===== src/rtl/slotseq_pkg.sv =====
// Shared types for the slotted instruction word sequencer.
// Assumes the word mode field is always two bits wide.
package slotseq_pkg;

    // Meaning of the two mode bits at the top of each instruction word.
    typedef enum logic [1:0] {
        MODE_LIT  = 2'b00,
        MODE_JUMP = 2'b01,
        MODE_LOOP = 2'b10,
        MODE_CALL = 2'b11
    } word_mode_e;

    // Sequencer phase: fetch a word, walk its slots, then act on its mode.
    typedef enum logic [1:0] {
        ST_FETCH = 2'b00,
        ST_SLOT  = 2'b01,
        ST_TAIL  = 2'b10
    } seq_state_e;

endpackage


===== src/rtl/slotseq_slot_pick.sv =====
// Selects one opcode slot out of the packed slot field of a word.
// Assumes slot 0 sits in the most significant bits of the field and that
// idx never exceeds NSLOT-1; an out-of-range index yields opcode 0.
module slotseq_slot_pick #(
    parameter int OP_W  = 5,
    parameter int NSLOT = 6,
    parameter int IDX_W = 3
) (
    input  logic [NSLOT*OP_W-1:0] field,
    input  logic [IDX_W-1:0]      idx,
    output logic [OP_W-1:0]       op
);

    logic [OP_W-1:0] slot_arr [NSLOT];

    // Unpack the field into slots, slot 0 from the top bits.
    for (genvar g = 0; g < NSLOT; g++) begin : g_slot
        assign slot_arr[g] = field[NSLOT*OP_W-1-g*OP_W -: OP_W];
    end

    // Index the slot array with the current slot number.
    always_comb begin
        op = '0;
        for (int i = 0; i < NSLOT; i++) begin
            if (idx == IDX_W'(i)) op = slot_arr[i];
        end
    end

endmodule


===== src/rtl/slotseq_ret_stack.sv =====
// Circular return-address stack. A push on a full stack overwrites the
// oldest entry and leaves the count saturated. A pop on an empty stack is
// ignored. Assumes DEPTH is a power of two and push and pop are never
// requested together (push wins if they are).
module slotseq_ret_stack #(
    parameter int DEPTH  = 8,
    parameter int ADDR_W = 10,
    localparam int PW    = $clog2(DEPTH),
    localparam int CW    = $clog2(DEPTH + 1)
) (
    input  logic              clk,
    input  logic              rst_n,
    input  logic              push,
    input  logic              pop,
    input  logic [ADDR_W-1:0] push_addr,
    output logic [ADDR_W-1:0] top_addr,
    output logic [CW-1:0]     count
);

    logic [ADDR_W-1:0] entry_q [DEPTH];
    logic [PW-1:0]     ptr_q;
    logic [CW-1:0]     count_q;

    // Write pointer, occupancy and entries.
    always_ff @(posedge clk) begin
        if (!rst_n) begin
            ptr_q   <= '0;
            count_q <= '0;
            for (int i = 0; i < DEPTH; i++) entry_q[i] <= '0;
        end else if (push) begin
            entry_q[ptr_q] <= push_addr;
            ptr_q          <= ptr_q + 1'b1;
            if (count_q != CW'(DEPTH)) count_q <= count_q + 1'b1;
        end else if (pop && count_q != '0) begin
            ptr_q   <= ptr_q - 1'b1;
            count_q <= count_q - 1'b1;
        end
    end

    // Most recently pushed entry sits just below the write pointer.
    assign top_addr = entry_q[ptr_q - 1'b1];
    assign count    = count_q;

endmodule


===== src/rtl/slotseq_loop_ctr.sv =====
// Micro-loop repeat counter. A load takes priority over a decrement.
// Assumes the caller only decrements a nonzero count.
module slotseq_loop_ctr #(
    parameter int LC_W = 8
) (
    input  logic            clk,
    input  logic            rst_n,
    input  logic            load,
    input  logic [LC_W-1:0] value,
    input  logic            dec,
    output logic [LC_W-1:0] count
);

    // Hold, load or count down.
    always_ff @(posedge clk) begin
        if (!rst_n)   count <= '0;
        else if (load) count <= value;
        else if (dec)  count <= count - 1'b1;
    end

endmodule


===== src/rtl/slotword_sequencer.sv =====
// Fetch and sequencing unit for a stack processor with six 5-bit opcode
// slots per 32-bit word and a 2-bit word mode. Per word: one fetch cycle,
// one cycle per slot (longer while the execute port stalls), then one tail
// cycle that acts on the mode. Assumes the instruction memory answers in the
// same cycle and the literal consumer always accepts.
module slotword_sequencer #(
    parameter int WORD_W   = 32,
    parameter int OP_W     = 5,
    parameter int ADDR_W   = 10,
    parameter int LC_W     = 8,
    parameter int RS_DEPTH = 8
) (
    input  logic              clk,
    input  logic              rst_n,
    output logic              imem_rd,
    output logic [ADDR_W-1:0] imem_addr,
    input  logic [WORD_W-1:0] imem_rdata,
    input  logic              lc_load,
    input  logic [LC_W-1:0]   lc_value,
    output logic              iss_valid,
    output logic [OP_W-1:0]   iss_op,
    input  logic              iss_ready,
    output logic              lit_valid,
    output logic [WORD_W-1:0] lit_data
);
    import slotseq_pkg::*;

    localparam int MODE_W  = 2;
    localparam int NSLOT   = (WORD_W - MODE_W) / OP_W;
    localparam int FIELD_W = NSLOT * OP_W;
    localparam int IDX_W   = $clog2(NSLOT);
    localparam int RS_CW   = $clog2(RS_DEPTH + 1);
    localparam logic [OP_W-1:0] OP_NOP = '0;
    localparam logic [OP_W-1:0] OP_RET = '1;

    seq_state_e        state_q;
    logic [ADDR_W-1:0] pc_q;
    logic [WORD_W-1:0] word_q;
    logic [IDX_W-1:0]  idx_q;

    logic [OP_W-1:0]   slot_op;
    word_mode_e        mode;
    logic              in_slot, in_tail, last_slot;
    logic              is_nop, is_ret, rs_empty;
    logic              do_ret, pass_slot, slot_done;
    logic              rs_push, lc_dec, lc_nz;
    logic [ADDR_W-1:0] pc_inc, operand_addr, rs_top;
    logic [LC_W-1:0]   lc_count;
    logic [RS_CW-1:0]  rs_count;

    // Pick the opcode of the current slot out of the held word.
    slotseq_slot_pick #(
        .OP_W (OP_W),
        .NSLOT(NSLOT),
        .IDX_W(IDX_W)
    ) u_pick (
        .field(word_q[WORD_W-MODE_W-1 -: FIELD_W]),
        .idx  (idx_q),
        .op   (slot_op)
    );

    // Return addresses for calls.
    slotseq_ret_stack #(
        .DEPTH (RS_DEPTH),
        .ADDR_W(ADDR_W)
    ) u_rstack (
        .clk      (clk),
        .rst_n    (rst_n),
        .push     (rs_push),
        .pop      (do_ret),
        .push_addr(pc_inc),
        .top_addr (rs_top),
        .count    (rs_count)
    );

    // Repeat counter for micro-loop words.
    slotseq_loop_ctr #(
        .LC_W(LC_W)
    ) u_lctr (
        .clk  (clk),
        .rst_n(rst_n),
        .load (lc_load),
        .value(lc_value),
        .dec  (lc_dec),
        .count(lc_count)
    );

    // Decode the current phase, slot and mode into control strobes.
    always_comb begin
        mode         = word_mode_e'(word_q[WORD_W-1 -: MODE_W]);
        in_slot      = (state_q == ST_SLOT);
        in_tail      = (state_q == ST_TAIL);
        last_slot    = (idx_q == IDX_W'(NSLOT - 1));
        is_nop       = (slot_op == OP_NOP);
        is_ret       = (slot_op == OP_RET);
        rs_empty     = (rs_count == '0);
        lc_nz        = (lc_count != '0);
        pc_inc       = pc_q + 1'b1;
        operand_addr = imem_rdata[ADDR_W-1:0];

        do_ret    = in_slot && is_ret && !rs_empty;
        pass_slot = in_slot && (is_nop || (is_ret && rs_empty));
        iss_valid = in_slot && !is_nop && !is_ret;
        slot_done = pass_slot || (iss_valid && iss_ready);

        imem_rd   = (state_q == ST_FETCH) || (in_tail && mode != MODE_LOOP);
        lit_valid = in_tail && (mode == MODE_LIT);
        rs_push   = in_tail && (mode == MODE_CALL);
        lc_dec    = in_tail && (mode == MODE_LOOP) && lc_nz;
    end

    assign imem_addr = pc_q;
    assign iss_op    = slot_op;
    assign lit_data  = imem_rdata;

    // Phase sequencing, program counter, held word and slot index.
    always_ff @(posedge clk) begin
        if (!rst_n) begin
            state_q <= ST_FETCH;
            pc_q    <= '0;
            word_q  <= '0;
            idx_q   <= '0;
        end else begin
            unique case (state_q)
                ST_FETCH: begin
                    word_q  <= imem_rdata;
                    pc_q    <= pc_inc;
                    idx_q   <= '0;
                    state_q <= ST_SLOT;
                end
                ST_SLOT: begin
                    if (do_ret) begin
                        pc_q    <= rs_top;
                        state_q <= ST_FETCH;
                    end else if (slot_done) begin
                        if (last_slot) state_q <= ST_TAIL;
                        else           idx_q   <= idx_q + 1'b1;
                    end
                end
                ST_TAIL: begin
                    unique case (mode)
                        MODE_LIT: begin
                            pc_q    <= pc_inc;
                            state_q <= ST_FETCH;
                        end
                        MODE_JUMP, MODE_CALL: begin
                            pc_q    <= operand_addr;
                            state_q <= ST_FETCH;
                        end
                        MODE_LOOP: begin
                            idx_q   <= '0;
                            state_q <= lc_nz ? ST_SLOT : ST_FETCH;
                        end
                    endcase
                end
                default: state_q <= ST_FETCH;
            endcase
        end
    end

endmodule


===== config.mk =====
export PLATFORM = sky130hd
export DESIGN_NAME = slotword_sequencer
export DESIGN_NICKNAME = d
export VERILOG_FILES = /design/src/rtl/slotseq_pkg.sv /design/src/rtl/slotseq_slot_pick.sv /design/src/rtl/slotseq_ret_stack.sv /design/src/rtl/slotseq_loop_ctr.sv /design/src/rtl/slotword_sequencer.sv
export SDC_FILE = /design/constraint.sdc
export NUM_CORES = 1
export LEC_CHECK = 0
export ABC_AREA = 1
export CAP_MARGIN = 5
export CORE_MARGIN = 2
export CORE_UTILIZATION = 51
export DETAILED_ROUTE_END_ITERATION = 7
export GPL_ROUTABILITY_DRIVEN = 0
export HOLD_SLACK_MARGIN = 0.12
export PLACE_DENSITY = 0.88
export SYNTH_ARGS = -nofsm -noshare
export SYNTH_HDL_FRONTEND = slang
export SYNTH_SLANG_ARGS = --single-unit
export TNS_END_PERCENT = 30

===== constraint.sdc =====
create_clock -name clk -period 2.4 [get_ports clk]
set_clock_uncertainty 0.1 [all_clocks]
set_input_delay 0.48 -clock clk [delete_from_list [all_inputs] [get_ports clk]]
set_output_delay 0.48 -clock clk [all_outputs]
set_load 0.1 [all_outputs]

# Word-level counts from Yosys, hierarchy flattened
# Memories as Yosys holds them, arrays and structs flattened.
# Index checks and enable logic that the tools add are counted.
[totals]
word_cells = 107
latchBits = 0
mem_bits_ro = 0
mem_bits_rw = 80
inputBits = 44
regBits = 62
n_memories = 1
out_inout_bits = 50
[classes]
reduce_logical = 36
div_mod_pow = 0
magnitude_cmp = 0
bitwise = 0
muxes = 34
n_shift = 0
addsub = 7
mul = 0
n_eq_ne = 22
[memory_table]
columns = ["memory", "words", "word_bits", "read_ports", "rd_ports_with_merged_regs", "write_ports", "line_no", "rtl"]
rows = [
  ["u_rstack.entry_q", 8, 10, 1, 0, 8, "slotseq_ret_stack.sv:20", "logic [ADDR_W-1:0] entry_q [DEPTH];"],
]
[op_table]
columns = ["op", "count"]
rows = [
  ["$mux W5", 6],
  ["$pmux W10 S3", 1],
  ["$mux W3", 7],
  ["$mux W10", 2],
  ["$pmux W10 S2", 1],
  ["$mux W8", 2],
  ["$logic_and A1 B1 Y1", 13],
  ["$mux W4", 3],
  ["$add A10 B1 Y10 const B", 1],
  ["$reduce_or A10 Y1", 1],
  ["$ne A3 B1 Y1 const B", 3],
  ["$pmux W3 S3", 1],
  ["$ne A2 B1 Y1 const B", 4],
  ["$reduce_bool A8 Y1", 1],
  ["$sub A8 B1 Y8 const B", 1],
  ["$add A3 B1 Y3 const B", 2],
  ["$eq A2 B2 Y1 const B", 3],
  ["$eq A3 B2 Y1 const B", 2],
  ["$eq A3 B3 Y1 const B", 2],
  ["$mux W1", 6],
  ["$mux W2", 3],
  ["$ne A2 B2 Y1 const B", 3],
  ["$pmux W2 S3", 1],
  ["$eq A5 B5 Y1 const B", 1],
  ["21 further kinds", 29],
]

# Longest topological paths before layout
[logic_depth]
word_depth = 16
mapped_depth = 20
ltp_nobuf = 18

# Modules after synthesis
# From an unflattened synthesis, not the netlist that was laid out.
[hier_totals]
hier_cells = 958
area_unflattened_um2 = 7594.8
[modules_own_cells]
columns = ["module", "seq_area_each_um2", "area_per_inst_um2", "instances", "cells_each"]
rows = [
  ["slotseq_ret_stack", 2542.4, 4196.5, 1, 455],
  ["slotword_sequencer", 940.9, 2571.2, 1, 366],
  ["slotseq_loop_ctr", 160.2, 529.3, 1, 77],
  ["slotseq_slot_pick", 0.0, 297.8, 1, 60],
]

# Least setup slack after synthesis
# OpenSTA, ideal clock, no wires.
[synth_timing]
path_kind = "register -> output"
from = "register idx_q[2]"
to = "output iss_valid"
required_time_ns = 1.820
setup_slack_ns = -1.984
n_path_buf = 1
t_arrival_ns = 3.804
path_stages_with_launch = 14
path_cell_list = "dfxtp_1 buf_6 inv_4 ha_1 inv_1 nand2_1 inv_2 nand2_1 nand2_1 nand2_1 nand2_2 nand3_2 nor2_4 nor3_1"
[synth_via]
elab_chain_cells = 11
word_cells_on_any_way = 18
classes_between = "6 x eq/ne; 6 x mux; 6 x reduce/logical"
[synth_rtl]
columns = ["element", "line_no", "rtl"]
rows = [
  ["from (decl)", "slotword_sequencer.sv:39", "logic [IDX_W-1:0] idx_q;"],
  ["from (signal assigned)", "slotword_sequencer.sv:137", "else idx_q <= idx_q + 1'b1;"],
  ["$logic_not A3 Y1", "slotseq_slot_pick.sv:25", "if (idx == IDX_W'(i)) op = slot_arr[i];"],
  ["$mux W5 (5 in a row)", "slotseq_slot_pick.sv:25", ""],
  ["$mux W5 (*)", "slotseq_slot_pick.sv:25", ""],
  ["net iss_op[0]", "slotword_sequencer.sv:21", "output logic [OP_W-1:0] iss_op,"],
  ["$logic_not A5 Y1", "slotword_sequencer.sv:94", "is_nop = (slot_op == OP_NOP);"],
  ["$logic_not A1 Y1", "slotword_sequencer.sv:103", "iss_valid = in_slot && !is_nop && !is_ret;"],
  ["$logic_and A1 B1 Y1", "slotword_sequencer.sv:103", ""],
  ["$logic_and A1 B1 Y1 (*)", "slotword_sequencer.sv:103", ""],
  ["to (decl)", "slotword_sequencer.sv:20", "output logic iss_valid,"],
]
# The timed path passes the listed nets; every way through them passes the cells marked *.

# Final worst setup path
[layout_timing]
from = "register idx_q[0]"
to = "output iss_valid"
[layout_via]
elab_chain_cells = 11
word_cells_on_any_way = 18
classes_between = "6 x eq/ne; 6 x mux; 6 x reduce/logical"
[layout_rtl]
columns = ["element", "line_no"]
rows = [
  ["$logic_not A3 Y1", "slotseq_slot_pick.sv:25"],
  ["$mux W5 (5 in a row)", "slotseq_slot_pick.sv:25"],
  ["$mux W5 (*)", "slotseq_slot_pick.sv:25"],
  ["$logic_not A5 Y1", "slotword_sequencer.sv:94"],
  ["$logic_not A1 Y1", "slotword_sequencer.sv:103"],
  ["$logic_and A1 B1 Y1", "slotword_sequencer.sv:103"],
  ["$logic_and A1 B1 Y1 (*)", "slotword_sequencer.sv:103"],
]
# Mark *: on every way between the ends. The rest lies on a longest branch, timed or not.

==> results.py <==
metrics = {
    "place": {
        "dp_slack_ps": -121.8,
        "placed_area_um2": 9112,
        "dpl.hpwl_mm": 14.17,
        "numPortBuffers": 93,
    },
    "sta": {
        "slew_headroom": 0.5754,
        "max_freq_mhz": 332.2,
        "min_period_ps": 3010,
        "hold_violations": 0,
        "slew_violations": 0,
        "finalSetupViolCount": 28,
        "period_share": 1.254,
        "setup_ws_ps": -610.1,
        "rsz0062_at_grt": "yes",
        "tightest_slew_ps": 634.6,
    },
    "route": {
        "drtPass1Iterations": 8,
        "wl_per_cell_um": 19.53,
        "drc": 7,
        "viasPerCell": 6.099,
        "drtIter0Drc": 1043,
        "dr_total_vias": 7392,
        "wirelength_mm": 23.67,
        "antenna_left": 0,
    },
    "global_routing": {
        "grt_antenna_before_repair": 0,
        "grt_pass1_wl_mm": 34.66,
        "grt_max_degree": 55,
        "gr-total-overflow": 0,
        "grt_pass1_vias": 6758,
        "grt_usage": 0.2789,
    },
    "hold_path": {
        "hold_start": "u_lctr.count[0]",
        "hp-class": "reg2reg",
    },
    "floorplanning": {
        "fp-row-count": 44,
        "die_w_um": 124.9,
        "ios": 94,
        "die-area_um2": 15590,
        "die_h_um": 124.9,
        "start_util": 0.5166,
        "coreArea_um2": 14420,
    },
    "synth": {
        "ys_top_cells_by_count": "nor2_1, nand2_1, o21ai_0",
        "async_flop_share": 0,
        "syn_avg_cell_area_um2": 8.143,
        "synth.most_common_cell": "nor2_1",
        "ys_seq_elements": 142,
        "synthDistinctLibCells": 42,
        "yosysTopAreaCell": "edfxtp_1",
        "synthesis.area_um2": 7451,
        "syn_inst": 915,
        "syn_nets": 976,
        "yosysWarnings": 0,
        "synth_top_area_frac": 0.3224,
        "synth-edff-count": 80,
        "synth_seq_area_share": 0.4890,
        "synth_area_leaders": "edfxtp_1, dfxtp_1, nor2_1, o21ai_0, nand2_1",
        "ys.flop_type": "edfxtp_1",
    },
    "cts": {
        "cts_max_level": 4,
        "path_clk_slew_ps": 70,
        "cts_buffers": 17,
        "clock_sinks": 142,
        "cts_max_path_buffers": 2,
        "cts_tree": "done",
        "cts_root_buffer": "clkbuf_16",
        "cts-hold-fix-buffers": 0,
        "insertion_delay_ps": 440,
    },
    "worst_setup_path": {
        "reg2reg_to": "idx_q[2]",
        "r2r_slack_ps": -470,
        "crit_fanout": 5,
        "crit_path_end_kind": "output pin",
        "crit_end": "iss_valid",
        "ff2ff_path_depth": 17,
        "crit_required_ps": 1820,
        "startpoint": "idx_q[0]",
        "rr_startpoint": "idx_q[0]",
        "critPathKind": "reg2out",
        "cp-start-kind": "register",
        "cp.arrival_ps": 2430,
    },
    "layout": {
        "fillers": 962,
        "layout.nets": 1076,
        "syn_to_final_growth_pct": 34.27,
        "fin_area_um2": 10000,
        "diodes": 0,
        "drive_above_1_share": 0.2276,
    },
    "outcome": {
        "violations": "design-rule violations, negative setup slack",
        "status": "complete, but fails checks",
    },
    "power": {
        "p_leak_nw": 4.060,
        "powerDensity_nw_per_um2": 1245,
        "peakVddDrop_mv": 1.529,
    },
    "flow_run": {
        "drv_cap": 0,
    },
}
worst min path at each step:
stage | endpoint | slack [ps] | cells after the start
floorplan | u_lctr.count[0] | 330 | 1
global placement | u_lctr.count[0] | 350 | 1
detailed placement | u_lctr.count[0] | 360 | 1
CTS | u_lctr.count[0] | 370 | 1
global route | u_lctr.count[0] | 410 | 1
finish | u_lctr.count[0] | 370 | 1
cells in the final DEF, fill, tap and decap left out, types with 8 or more instances in the layout:
master           count
buf_12              42
a21oi_1             45
o221ai_1            14
nand2_1             99
nand3_1             28
o21ai_0             87
nand2_2             16
ha_1                11
dfxtp_1             53
edfxtp_1            80
inv_2                8
o211ai_1             9
nor2_1             202
xor2_1              11
inv_1               62
buf_4               67
nand2_4              8
clkdlybuf4s50_1     43
clkbuf_16           17
where the power goes:
group / internal, mW / switching, mW
clock: 1.34 / 1.12
sequential: 2.91 / 0.275
combinational: 2.35 / 4.46
total: 6.60 / 5.86
sequential cells by signal, summed over array words and instances, names as in the netlist:
register and flops:
word_q 32, u_rstack.ptr_q 3, state_q 2, imem_addr 10, u_rstack.entry_q 80, u_lctr.count 8, idx_q 3, u_rstack.count 4
through the flow:
step	cells	total power, mW	TNS, ps	hold slack (ps)	util
CTS	1203	11.74	-2300	367.2	0.6799
global route	1212	12.88	-12150	410.4	0.6936
global placement	1165	8.846	0	348.2	0.6318
finish	1212	12.45	-8578	370.4	0.6936
detailed placement	1165	8.987	-1405	360.2	0.6318
floorplan	915	7.200	-614.7	328.8	-
logic make-up (layout without fill, tap and decap cells):
group	Yosys count	count (layout)	synth area share
AO/OA/AOI/OAI	194	194	0.1461
flip-flops	142	142	0.4890
XOR/XNOR	18	18	0.02116
AND/OR/NAND/NOR	384	385	0.2143
buffers and inverters	160	272	0.09992
adder cells (fa/ha/maj)	17	17	0.02955
worst max-delay path, stage by stage, from the launching register on:
cell	delay [ps]
dfxtp_4	380
ha_4	180
ha_4	180
buf_4	140
nand2_1	120
nand2_1	80
inv_1	70
nand2_2	70
nand2_4	90
nand2_8	70
nand3_4	100
nor2_4	50
nor3_4	250
buf_12	210
routing by layer:
layer	GRT usage	vias to the layer above	wire [um]
li1	-	3199	-
met1	0.3514	3430	8160
met2	0.4690	632	11620
met3	0.05455	131	2715
met4	0.1203	0	1176
met5	0	-	0
timing repair:
item / CTS / global route
buffers inserted: 6 / 8
pin swaps: 8 / 19
endpoints found under the setup margin: 28 / 38
cloned: 0 / 1
resized for setup: 35 / 37
cell type report:
cell class              count  area [um^2]  share of cell area
clock buffers              18        429.2             0.04290
clock inverters            14        107.6             0.01076
inverters                  81        321.6             0.03214
multi-input cells         614         3403              0.3402
flip-flops and latches    142         3660              0.3658
well taps                 184        230.2             0.02301
repair buffers            159         1853              0.1852
(Power assumes the default switching activity.)
